**src/rtl/ushz_pkg.sv**
```systemverilog
// Package: shared types for the shared-port hazard controller.
// Assumes: one shadow slot per pipeline register after IF/ID.
package ushz_pkg;

    // One pipeline-register shadow: valid bit plus data-memory class.
    typedef struct packed {
        logic v;
        logic ldst;
    } slot_t;

    // Memory port address source.
    typedef enum logic {
        SEL_PC   = 1'b0,
        SEL_DATA = 1'b1
    } addr_sel_e;

endpackage

```
**src/rtl/ushz_port_arb.sv**
```systemverilog
// Module: fixed-priority owner select for the single memory port.
// Assumes: the data access cannot wait, so it always beats fetch.
module ushz_port_arb
    import ushz_pkg::*;
(
    input  logic data_req,
    input  logic fetch_req,
    output logic grant_data,
    output logic grant_fetch,
    output logic addr_sel
);
    addr_sel_e sel;

    // Purpose: give the port to the data access first, fetch otherwise.
    always_comb begin
        grant_data  = data_req;
        grant_fetch = fetch_req & ~data_req;
        sel         = data_req ? SEL_DATA : SEL_PC;
        addr_sel    = sel;
    end
endmodule

```
**src/rtl/ushz_stage_ctl.sv**
```systemverilog
// Module: turns the port decision and flush into register controls.
// Assumes: flush outranks a structural stall; the PC takes the redirect.
module ushz_stage_ctl (
    input  logic clk,
    input  logic rst_n,
    input  logic grant_fetch,
    input  logic data_req,
    input  logic fetch_req,
    input  logic flush,
    output logic pc_en,
    output logic ifid_en,
    output logic ifid_bubble,
    output logic idex_bubble,
    output logic fetch_stall
);
    // Purpose: derive hold, bubble and stall signals for this cycle.
    always_comb begin
        pc_en       = grant_fetch | flush;
        ifid_en     = grant_fetch & ~flush;
        ifid_bubble = ~grant_fetch | flush;
        idex_bubble = flush;
        fetch_stall = data_req & fetch_req & ~flush;
    end

    // a lost fetch must never advance the program counter.
    assert_stall_holds_pc_R4: assert property (@(posedge clk) disable iff (!rst_n)
        fetch_stall |-> (!pc_en && ifid_bubble));
endmodule

```
**src/rtl/ushz_shadow_pipe.sv**
```systemverilog
// Module: shadow valid / load-store bits for the stages after fetch.
// Assumes: TAIL covers ID/EX, EX/MEM and MEM/WB; memory stage reads the
//          second-to-last slot, write-back the last.
module ushz_shadow_pipe
    import ushz_pkg::*;
#(
    parameter int TAIL = 3
) (
    input  logic clk,
    input  logic rst_n,
    input  logic ifid_bubble,
    input  logic idex_bubble,
    input  logic id_ldst,
    output logic data_req,
    output logic wb_v
);
    localparam int MEM_IDX = TAIL - 2;
    localparam int WB_IDX  = TAIL - 1;

    logic  ifid_v;
    slot_t tail [TAIL];

    // Purpose: IF/ID valid follows a granted, unflushed fetch.
    always_ff @(posedge clk) begin
        if (!rst_n) ifid_v <= 1'b0;
        else        ifid_v <= ~ifid_bubble;
    end

    // Purpose: ID/EX takes the decoded class or a flush bubble.
    always_ff @(posedge clk) begin
        if (!rst_n)           tail[0] <= '0;
        else if (idex_bubble) tail[0] <= '0;
        else                  tail[0] <= '{v: ifid_v, ldst: ifid_v & id_ldst};
    end

    // Purpose: later slots shift one stage per cycle, never stalled.
    for (genvar i = 1; i < TAIL; i++) begin : g_shift
        always_ff @(posedge clk) begin
            if (!rst_n) tail[i] <= '0;
            else        tail[i] <= tail[i-1];
        end
    end

    assign data_req = tail[MEM_IDX].v & tail[MEM_IDX].ldst;
    assign wb_v     = tail[WB_IDX].v;

    // a bubbled IF/ID holds no valid instruction afterwards.
    assert_bubble_clears_R4: assert property (@(posedge clk) disable iff (!rst_n)
        ifid_bubble |=> !ifid_v);
    // a valid memory-stage slot reaches write-back next cycle.
    assert_mem_to_wb_R5: assert property (@(posedge clk) disable iff (!rst_n)
        tail[MEM_IDX].v |=> wb_v);
    // flush leaves ID/EX empty.
    assert_flush_idex_R8: assert property (@(posedge clk) disable iff (!rst_n)
        idex_bubble |=> !tail[0].v);
endmodule

```
**src/rtl/ushz_hazard_ctrl.sv**
```systemverilog
// Module: top of the shared-port structural hazard controller.
// Assumes: decode reports load/store class of its instruction; the
//          datapath applies pc_en / ifid_en / bubbles at the next edge.
module ushz_hazard_ctrl #(
    parameter int TAIL = 3
) (
    input  logic clk,
    input  logic rst_n,
    input  logic fetch_req,
    input  logic id_is_load,
    input  logic id_is_store,
    input  logic flush,
    output logic grant_fetch,
    output logic grant_data,
    output logic addr_sel,
    output logic pc_en,
    output logic ifid_en,
    output logic ifid_bubble,
    output logic idex_bubble,
    output logic fetch_stall,
    output logic wb_valid
);
    logic data_req;
    logic id_ldst;

    assign id_ldst = id_is_load | id_is_store;

    ushz_shadow_pipe #(.TAIL(TAIL)) u_shadow (
        .clk         (clk),
        .rst_n       (rst_n),
        .ifid_bubble (ifid_bubble),
        .idex_bubble (idex_bubble),
        .id_ldst     (id_ldst),
        .data_req    (data_req),
        .wb_v        (wb_valid)
    );

    ushz_port_arb u_arb (
        .data_req    (data_req),
        .fetch_req   (fetch_req),
        .grant_data  (grant_data),
        .grant_fetch (grant_fetch),
        .addr_sel    (addr_sel)
    );

    ushz_stage_ctl u_ctl (
        .clk         (clk),
        .rst_n       (rst_n),
        .grant_fetch (grant_fetch),
        .data_req    (data_req),
        .fetch_req   (fetch_req),
        .flush       (flush),
        .pc_en       (pc_en),
        .ifid_en     (ifid_en),
        .ifid_bubble (ifid_bubble),
        .idex_bubble (idex_bubble),
        .fetch_stall (fetch_stall)
    );

    // the data access owns the port alone.
    assert_data_priority_R2: assert property (@(posedge clk) disable iff (!rst_n)
        grant_data |-> (!grant_fetch && addr_sel));
    // a free port with a fetch request is used by fetch.
    assert_fetch_uses_port_R3: assert property (@(posedge clk) disable iff (!rst_n)
        (fetch_req && !grant_data) |-> (grant_fetch && pc_en && !addr_sel));
    // flush beats a coinciding structural stall.
    assert_flush_wins_R9: assert property (@(posedge clk) disable iff (!rst_n)
        (flush && grant_data) |-> (pc_en && idex_bubble && !fetch_stall));
endmodule

```
**config.mk**
```make
export PLATFORM = sky130hd
export DESIGN_NAME = ushz_hazard_ctrl
export DESIGN_NICKNAME = d
export VERILOG_FILES = /design/src/rtl/ushz_pkg.sv /design/src/rtl/ushz_port_arb.sv /design/src/rtl/ushz_stage_ctl.sv /design/src/rtl/ushz_shadow_pipe.sv /design/src/rtl/ushz_hazard_ctrl.sv
export SDC_FILE = /design/constraint.sdc
export NUM_CORES = 1
export LEC_CHECK = 0
export BUFFER_PORTS_ARGS = -buffer_cell sky130_fd_sc_hd__buf_2
export CORE_AREA = 2 2 39 41
export DETAILED_ROUTE_END_ITERATION = 8
export DIE_AREA = 0 0 41 43
export HOLD_SLACK_MARGIN = 0.06
export SLEW_MARGIN = 40
export SYNTH_ARGS = -nofsm -noshare
export SYNTH_HDL_FRONTEND = slang
export SYNTH_SLANG_ARGS = --single-unit
```
**constraint.sdc**
```tcl
create_clock -name clk -period 1.7 [get_ports clk]
set_input_delay 0.255 -clock clk [delete_from_list [all_inputs] [get_ports clk]]
set_output_delay 0.255 -clock clk [all_outputs]
set_load 0.03 [all_outputs]
```
==> metrics.md, run 1 <==
| Metric | Value |
|---|---|
| Seq/Total Area, Yosys | 54.4% |
| CP required | 1.44 ns |
| Port Buffers | 14 |
| Post-Syn Area | 258 um^2 |
| Max Cap Viol | 0 |
| Hold Path Class | in -> reg |
| Slowest cell on crit path | dfxtp_1 |
| Setup TNS Final | 0 ns |
| Internal power | 0.000258 W |
| DRT Pass-1 Iters | 4 |
| Storage cell area | 140 um^2 |
| Wire length per cell | 7.55 um |
| CTS Hold Bufs | 0 |
| Critical-path cell list | nand2_2 -> a21o_1 -> buf_2 |
| CP Launch Type | flop |
| GPL Wtd Cong | 0.600 |
| Setup CP Type | reg -> out |
| Gate Count Post-Synth | 25 |
| Core Util, Final | 26.2% |
| Worst Path Arrival | 1.04 ns |
| First-pass GRT wire length | 690 um |
| Number of buffers and inverters on the critical path | 1 |
| End of the worst register-to-register path | u_shadow.ifid_v |
| Vias in the first global route | 176 |
| Crit path max-delay family | flip-flops |
| Reg2Reg Depth | 2 |
| Met3 WL post-DR | 63 um |
| Share of layout cells above drive strength 1 | 47.6% |
| Ant diodes | 0 |
| Die W | 41 um |
| Leak | 0.189 nW |
| Final-layout fill cell count | 150 |
| WHS Endpoint | u_shadow.tail[1][1] |
| Final setup violation count | 0 |
| Num CTS Buffers | 3 |
| Postcts setup bufs | 0 |
| Clock root cell | clkbuf_4 |
| Reg2Reg Setup Slack | 0.92 ns |
| Initial antenna violation count | 0 |
| Core area | 1380 um^2 |
| Crit path capture type | output port |
| Sw frac | 23.6% |
| Bufs on Longest Clock Path | 2 |
| Seq cells post-synth | 6 |
| Metal1 wirelength | 168 um |
| CTS Sinks | 6 |
| Clock power share | 41.5% |
| Area growth syn-to-layout | 40.8% |
| Outcome | completed |
| Unique masters post-synth | 16 |
| Crit path from | u_shadow.tail[1][1] |
| Initial Util | 18.6% |
| Most common cell after layout, fill and taps aside | buf_2 |
| Site Rows | 14 |
| Max Transition Viols Final | 0 |
| Switch Pwr | 0.0000796 W |
| Skew-Pair Late Insertion Delay | 0.24 ns |
| Area leader, netlist | dfxtp_1 |
| Logic pwr share | 12.6% |
| Tcrit/Tclk final | 76.2% |
| Highest clock rate | 772 MHz |
| Final Hold Viols | 0 |
| Iteration-0 DRC Markers | 7 |
| Final wirelength | 438 um |
| Die ar. | 1760 um^2 |
| Sequential share of power | 45.9% |
| Tmin final | 1.30 ns |
| H-tree levels | 1 |
| Fin nets | 49 |
| Yosys warns | 0 |
| FF-to-FF Start | u_shadow.tail[1][1] |
| Pwr per Cell Area | 930 nW/um^2 |
| Clock skew | 0.00223 ns |
| Residual DRC | 0 |
| Routed vias/inst | 3.57 |
| Largest net degree at the start of global routing | 7 |
| Syn_area_per_cell | 10.3 um^2 |
| Crit path max fanout | 6 |
| Min-delay src | rst_n |
| Unrepaired setup endpoints after global routing | no |
| Dominant cells by area after synthesis | dfxtp_1 31%, edfxtp_1 23%, and2_1 7.3% |
| Boundary pin count | 15 |
| Hold Path Depth | 2 |
| CTS tree | built |
| Met2 WL post-DR | 206 um |
| Hold slack | 0.263 ns |
| Die Span Y | 43 um |
| Most frequent cells in the layout | 14 x buf_2, 4 x dfxtp_1, 3 x and2_1, 3 x nor2_1, 3 x clkbuf_4 |
| Top Metal Used | met3 |
| Multi-input logic area | 103 um^2 |
| Via count | 207 |
| Total track usage | 6.96% |
| GR Overflow Total | 0 |
| Post-route ant nets | 0 |
| Peak supply drop | 527 uV |
| CTS clock-pin slew for the worst setup and hold paths | 0.04 ns |
| Share of the synthesized area in the top cell type | 31.1% |
| Max incr delay on CP | 0.35 ns |
| PostCTS Resize Cnt | 0 |
[Yosys cell counts]
library cell / count
dfxtp_1: 4
and2_1: 3
nor2_1: 3
buf_4: 2
edfxtp_1: 2
a21o_1: 1
a21oi_1: 1
and2_2: 1
and4b_1: 1
conb_1: 1
inv_1: 1
nand2_1: 1
nand2_2: 1
nand2b_1: 1
nand2b_4: 1
nor3_1: 1
[flip-flops by register name, summed over array words and instances, names as in the netlist]
| signal | cells |
|---|---|
| u_shadow.tail | 5 |
| u_shadow.ifid_v | 1 |
[layout make-up]
class / instances / share of cell area (%)
Timing Repair Buffer: 14 / 19.3
Tap cell: 16 / 5.52
Multi-Input combinational cell: 17 / 28.3
Inverter: 1 / 1.03
Clock buffer: 4 / 7.24
Sequential cell: 6 / 38.6
[cells by family (layout without fill, tap and decap cells)]
| kind of cell | Yosys count | in the layout | share of synthesized area, % |
|---|---|---|---|
| other cells | 1 | 2 | 1.45 |
| compound gates | 2 | 2 | 4.85 |
| buf+inv | 3 | 19 | 7.28 |
| simple gates | 13 | 13 | 32.0 |
| flops | 6 | 6 | 54.4 |
[worst reg2reg max path, cell delays in order (launching register included)]
cell and delay, ns:
dfxtp_1 0.35, nand2_2 0.10, and4b_1 0.21
[per-stage QoR]
stage                     setup WS, ns  instances  instance area [um^2]  total power, W
final                            0.404         58                   363        0.000337
after global routing             0.329         58                   363        0.000366
after CTS                        0.387         58                   363        0.000347
after detailed placement         0.593         54                   337        0.000201
after global placement           0.589         54                   337        0.000200
after floorplan                  0.580         26                   262        0.000185
[worst max-delay path by stage]
stage | to | slack, ns | cells past startpoint
2_1_floorplan | ifid_en | 0.58 | 2
3_3_place_gp | ifid_en | 0.59 | 4
3_5_place_dp | ifid_en | 0.59 | 4
4_1_cts | pc_en | 0.39 | 3
5_1_grt | pc_en | 0.33 | 3
6_report | pc_en | 0.40 | 3
[power by group through the flow]
stage	Combinational [W]	Clock (W)	Sequential, W
final	0.0000425	0.000140	0.000155
after global routing	0.0000464	0.000164	0.000155
after CTS	0.0000430	0.000149	0.000155
after detailed placement	0.0000431	0	0.000157
after global placement	0.0000426	0	0.000157
after floorplan	0.0000270	0	0.000158
[layer usage]
metal  GRT usage [%]  vias up
met3            9.42        0
met5               0        -
met2            8.13        9
li1                -      109
met1            6.21       89
met4            4.00        0
Note: power is estimated with default switching activity, not from simulation.
==> run 2, diff against run 1 <==
Clock period 1.7 ns to 1.3 ns, I/O delays scaled along.
==> metrics.md, run 2 (same netlist as run 1, synthesis figures left out) <==
| Metric | Value |
|---|---|
| Boundary pin count | 15 (unchanged) |
| Setup TNS Final | 0 ns (unchanged) |
| Crit path capture type | output port |
| Number of buffers and inverters on the critical path | 1 (unchanged) |
| Pwr per Cell Area | 1200 nW/um^2 (+29%) |
| Vias in the first global route | 193 (+9.7%) |
| Final-layout fill cell count | 158 (+5.3%) |
| DRT Pass-1 Iters | 2 (-2) |
| Reg with most FFs | u_shadow.tail |
| Largest registers | u_shadow.tail (5), u_shadow.ifid_v (1) |
| Cells after DPL | 54 (unchanged) |
| DP HPWL | 348 um |
| Pre-CTS WS | 0.307 ns (-0.287 ns) |
| Outcome | completed |
| Tcrit/Tclk final | 93.8% |
| Worst Slack Setup Final | 0.0803 ns (-0.324 ns) |
| Postcts setup bufs | 0 (unchanged) |
| CTS Hold Bufs | 0 (unchanged) |
| Ant diodes | 0 (unchanged) |
| Crit path max-delay family | flip-flops |
| End of the worst register-to-register path | u_shadow.ifid_v |
| Max FFs per register | 5 (unchanged) |
| Max incr delay on CP | 0.35 ns (about the same) |
| CTS Sinks | 6 (unchanged) |
| Fin nets | 49 (unchanged) |
| Final setup violation count | 0 (unchanged) |
| CTS tree | built |
| Hold Path Class | in -> reg |
| Layout Cells excl Fill | 57 (-1.7%) |
| Min-delay src | rst_n |
| Top Metal Used | met3 |
| PostCTS Resize Cnt | 0 (unchanged) |
| Tmin final | 1.22 ns |
| Initial Util | 18.6% (unchanged) |
| Residual DRC | 0 (unchanged) |
| Reg2Reg Setup Slack | 0.54 ns (-0.38 ns) |
| Crit path max fanout | 6 (unchanged) |
| Slowest cell on crit path | dfxtp_1 |
| Hold slack | 0.207 ns (-0.0563 ns) |
| Unrepaired setup endpoints after global routing | no |
| Site Rows | 14 (unchanged) |
| Leak | 0.188 nW (-0.63%) |
| Setup CP Type | reg -> out |
| Final wirelength | 430 um (-1.8%) |
| Clock skew | 0.00183 ns (-0.000399 ns) |
| Port Buffers | 14 (unchanged) |
| Reg2Reg Depth | 2 (unchanged) |
| Most frequent cells in the layout | 14 x buf_2, 4 x dfxtp_1, 3 x and2_1, 3 x nor2_1, 3 x clkbuf_4 |
| Critical-path cell list | nand2_2 -> a21o_1 -> buf_2 |
| Total track usage | 6.96% (unchanged) |
| Routed vias/inst | 3.54 (-0.70%) |
| Die ar. | 1760 um^2 (unchanged) |
| CP Launch Type | flop |
| First-pass GRT wire length | 752 um (+9.0%) |
| WHS Endpoint | u_shadow.tail[1][1] |
| GR Overflow Total | 0 (unchanged) |
| Die Span Y | 43 um (unchanged) |
| Most common cell after layout, fill and taps aside | buf_2 |
| Largest net degree at the start of global routing | 7 (unchanged) |
| Max Cap Viol | 0 (unchanged) |
| Max Transition Viols Final | 0 (unchanged) |
| Metal1 wirelength | 179 um (+6.5%) |
| Clock root cell | clkbuf_4 |
| Skew-Pair Late Insertion Delay | 0.24 ns (about the same) |
| CP required | 1.11 ns (-0.33 ns) |
| Peak supply drop | 373 uV (-29%) |
| Die W | 41 um (unchanged) |
| CTS clock-pin slew for the worst setup and hold paths | 0.05 ns (about the same) |
| Via count | 202 (-2.4%) |
| Wire length per cell | 7.54 um (-0.10%) |
| Met3 WL post-DR | 37 um (-41%) |
| Iteration-0 DRC Markers | 1 (-6) |
| Core area | 1380 um^2 (unchanged) |
| Initial antenna violation count | 0 (unchanged) |
| Num CTS Buffers | 3 (unchanged) |
| Worst Path Arrival | 1.02 ns (-0.02 ns) |
| Highest clock rate | 820 MHz |
| Area growth syn-to-layout | 39.3% |
| Final Hold Viols | 0 (unchanged) |
| GPL Wtd Cong | 0.648 (+8.0%) |
| Share of layout cells above drive strength 1 | 48.8% (+1.2 points) |
| FF-to-FF Start | u_shadow.tail[1][1] |
| Met2 WL post-DR | 213 um (+3.4%) |
| H-tree levels | 1 (unchanged) |
| Bufs on Longest Clock Path | 2 (unchanged) |
| Post-route ant nets | 0 (unchanged) |
| Hold Path Depth | 2 (unchanged) |
run 2: cell type report:
class                           instances  area [um^2]  area share, %
Sequential cell                         6          140           39.0
Multi-Input combinational cell         17          103           28.6
Timing Repair Buffer                   14         70.1           19.5
Clock buffer                            3         22.5           6.27
Tap cell                               16         20.0           5.57
Inverter                                1         3.75           1.05
run 2: how the worst max path moves through the flow:
stage	start	to	slack (ns)	cells past startpoint
2_1_floorplan	u_shadow.tail[1][1]	grant_data	0.26	3
3_3_place_gp	flush	ifid_en	0.29	4
3_5_place_dp	flush	ifid_en	0.31	4
4_1_cts	u_shadow.tail[1][1]	pc_en	0.07	3
5_1_grt	u_shadow.tail[1][1]	pc_en	0.02	3
6_report	u_shadow.tail[1][1]	pc_en	0.08	3
run 2: report_power, final:
group	internal (W)	switching, W	total, W
clock network	0.000104	0.0000673	0.000172
registers	0.000200	0.00000230	0.000203
logic	0.0000205	0.0000347	0.0000553
total	0.000325	0.000104	0.000430
run 2: per-layer routing:
layer | vias to the layer above | GRT usage (%)
li1 | 109 | -
met1 | 87 | 8.17
met2 | 6 | 8.13
met3 | 0 | 4.71
met4 | 0 | 6.00
met5 | - | 0
run 2: through the flow:
step,instance area [um^2],utilization (%),total power (W)
after floorplan,262,-,0.000242
after detailed placement,337,24.3,0.000262
after CTS,359,25.9,0.000438
final,359,25.9,0.000430
after global routing,359,25.9,0.000454
after global placement,337,24.3,0.000262
==> run 3, diff against run 2 <==
Settings changed: CELL_PAD_IN_SITES_DETAIL_PLACEMENT set to 1, CELL_PAD_IN_SITES_GLOBAL_PLACEMENT set to 2, PLACE_DENSITY_LB_ADDON set to 0.1.
==> metrics.md, run 3 (same netlist as run 1, synthesis figures left out) <==
| Metric | Value |
|---|---|
| Outcome | completed |
| Num CTS Buffers | 3 (unchanged) |
| Peak supply drop | 491 uV (+31%) |
| Final Hold Viols | 0 (unchanged) |
| Initial antenna violation count | 0 (unchanged) |
| Die Span Y | 43 um (unchanged) |
| Final wirelength | 526 um (+22%) |
| Iteration-0 DRC Markers | 5 (+4) |
| GR Overflow Total | 0 (unchanged) |
| Die W | 41 um (unchanged) |
| Residual DRC | 0 (unchanged) |
| Final setup violation count | 0 (unchanged) |
| Leak | 0.189 nW (+0.63%) |
| Vias in the first global route | 190 (-1.6%) |
| Max Cap Viol | 0 (unchanged) |
| Reg2Reg Depth | 2 (unchanged) |
| Highest clock rate | 808 MHz (-1.5%) |
| Worst Path Arrival | 1.04 ns (+0.02 ns) |
| Layout Cells excl Fill | 58 (+1.8%) |
| Reg2Reg Setup Slack | 0.54 ns (about the same) |
| Multi-input logic area | 103 um^2 (unchanged) |
| Bufs on Longest Clock Path | 2 (unchanged) |
| Wire length per cell | 9.07 um (+20%) |
| Core area | 1380 um^2 (unchanged) |
| Routed vias/inst | 3.91 (+10%) |
| Pre-CTS WS | 0.302 ns (-0.00504 ns) |
| Hold Path Class | in -> reg |
| Tcrit/Tclk final | 95.2% (+1.4 points) |
| Ant diodes | 0 (unchanged) |
| WHS Endpoint | u_shadow.tail[1][0] |
| CTS tree | built |
| Max incr delay on CP | 0.35 ns (about the same) |
| Worst Slack Setup Final | 0.0619 ns (-0.0184 ns) |
| CTS Hold Bufs | 0 (unchanged) |
| Crit path from | u_shadow.tail[1][1] |
| Largest net degree at the start of global routing | 7 (unchanged) |
| CP Launch Type | flop |
| Most frequent cells in the layout | 14 x buf_2, 4 x dfxtp_1, 3 x and2_1, 3 x nor2_1, 3 x clkbuf_4 |
| H-tree levels | 1 (unchanged) |
| Unrepaired setup endpoints after global routing | no |
| Core Util, Final | 26.2% (+0.27 points) |
| CTS Sinks | 6 (unchanged) |
| Postcts setup bufs | 0 (unchanged) |
| Boundary pin count | 15 (unchanged) |
| Setup TNS Final | 0 ns (unchanged) |
| Area growth syn-to-layout | 40.8% |
| Clock skew | 0.00700 ns (+0.00517 ns) |
| Hold slack | 0.219 ns (+0.0116 ns) |
| Max Transition Viols Final | 0 (unchanged) |
| Die ar. | 1760 um^2 (unchanged) |
| Post-route ant nets | 0 (unchanged) |
| Largest registers | u_shadow.tail (5), u_shadow.ifid_v (1) |
| FF-to-FF Start | u_shadow.tail[1][1] |
| Slowest cell on crit path | dfxtp_1 |
| Hold Path Depth | 2 (unchanged) |
| Final-layout fill cell count | 171 (+8.2%) |
| Cells after DPL | 54 (unchanged) |
| Initial Util | 18.6% (unchanged) |
| Total track usage | 7.65% (+0.69 points) |
| Clock root cell | clkbuf_4 |
| Pwr per Cell Area | 1230 nW/um^2 (+2.8%) |
| PostCTS Resize Cnt | 0 (unchanged) |
| First-pass GRT wire length | 807 um (+7.3%) |
| Max FFs per register | 5 (unchanged) |
| Crit path max fanout | 6 (unchanged) |
| End of the worst register-to-register path | u_shadow.ifid_v |
| Min-delay src | rst_n |
| Skew-Pair Late Insertion Delay | 0.25 ns (about the same) |
| Most common cell after layout, fill and taps aside | buf_2 |
| CTS clock-pin slew for the worst setup and hold paths | 0.04 ns (about the same) |
| Storage cell area | 140 um^2 (unchanged) |
| Fin nets | 49 (unchanged) |
| Share of layout cells above drive strength 1 | 47.6% (-1.2 points) |
| Critical-path cell list | nand2_2 -> a21o_1 -> buf_2 |
| Reg with most FFs | u_shadow.tail |
| Port Buffers | 14 (unchanged) |
| Tmin final | 1.24 ns (+0.0184 ns) |
| CP required | 1.11 ns (about the same) |
| Site Rows | 14 (unchanged) |
| Setup CP Type | reg -> out |
| Crit path capture type | output port |
| Via count | 227 (+12%) |
| GPL Wtd Cong | 0.657 (+1.5%) |
| DRT Pass-1 Iters | 2 (unchanged) |
==> run 3: per-stage QoR <==
stage | area (um^2) | total power (W)
2_1_floorplan | 262 | 0.000242
3_3_place_gp | 337 | 0.000263
3_5_place_dp | 337 | 0.000263
4_1_cts | 363 | 0.000459
5_1_grt | 363 | 0.000470
6_report | 363 | 0.000446
==> run 3: worst max-delay path by stage <==
stage                  to  slack (ns)  depth (start not counted)
6_report            pc_en        0.06                          3
5_1_grt             pc_en      0.0001                          3
4_1_cts             pc_en        0.04                          3
3_5_place_dp      ifid_en        0.30                          4
3_3_place_gp      ifid_en        0.32                          4
2_1_floorplan  grant_data        0.26                          3
==> run 3: worst max-delay path, delay by kind of cell, from the launching register on <==
family | cells | cell delay [ns]
and+or+nand+nor | 1 | 0.10
buffers and inverters | 1 | 0.17
AOI/OAI and AO/OA | 1 | 0.18
DFF | 1 | 0.35
==> run 3: layout make-up <==
class	count	share of cell area (%)
Multi-Input combinational cell	17	28.3
Clock buffer	4	7.24
Timing Repair Buffer	14	19.3
Inverter	1	1.03
Tap cell	16	5.52
Sequential cell	6	38.6
==> run 3: metal layers <==
layer	track usage (%)	vias up	share of wire, %
met5	0	-	0
met4	4.00	0	0.76
met3	7.85	2	10
met2	10.0	9	52
met1	7.47	105	37
li1	-	111	-
==> run 3: where the power goes <==
| group | switching, W | leakage [nW] | internal (W) |
|---|---|---|---|
| Combinational | 0.0000356 | 0.120 | 0.0000205 |
| Clock | 0.0000713 | 0.0150 | 0.000117 |
| Sequential | 0.00000220 | 0.0542 | 0.000200 |
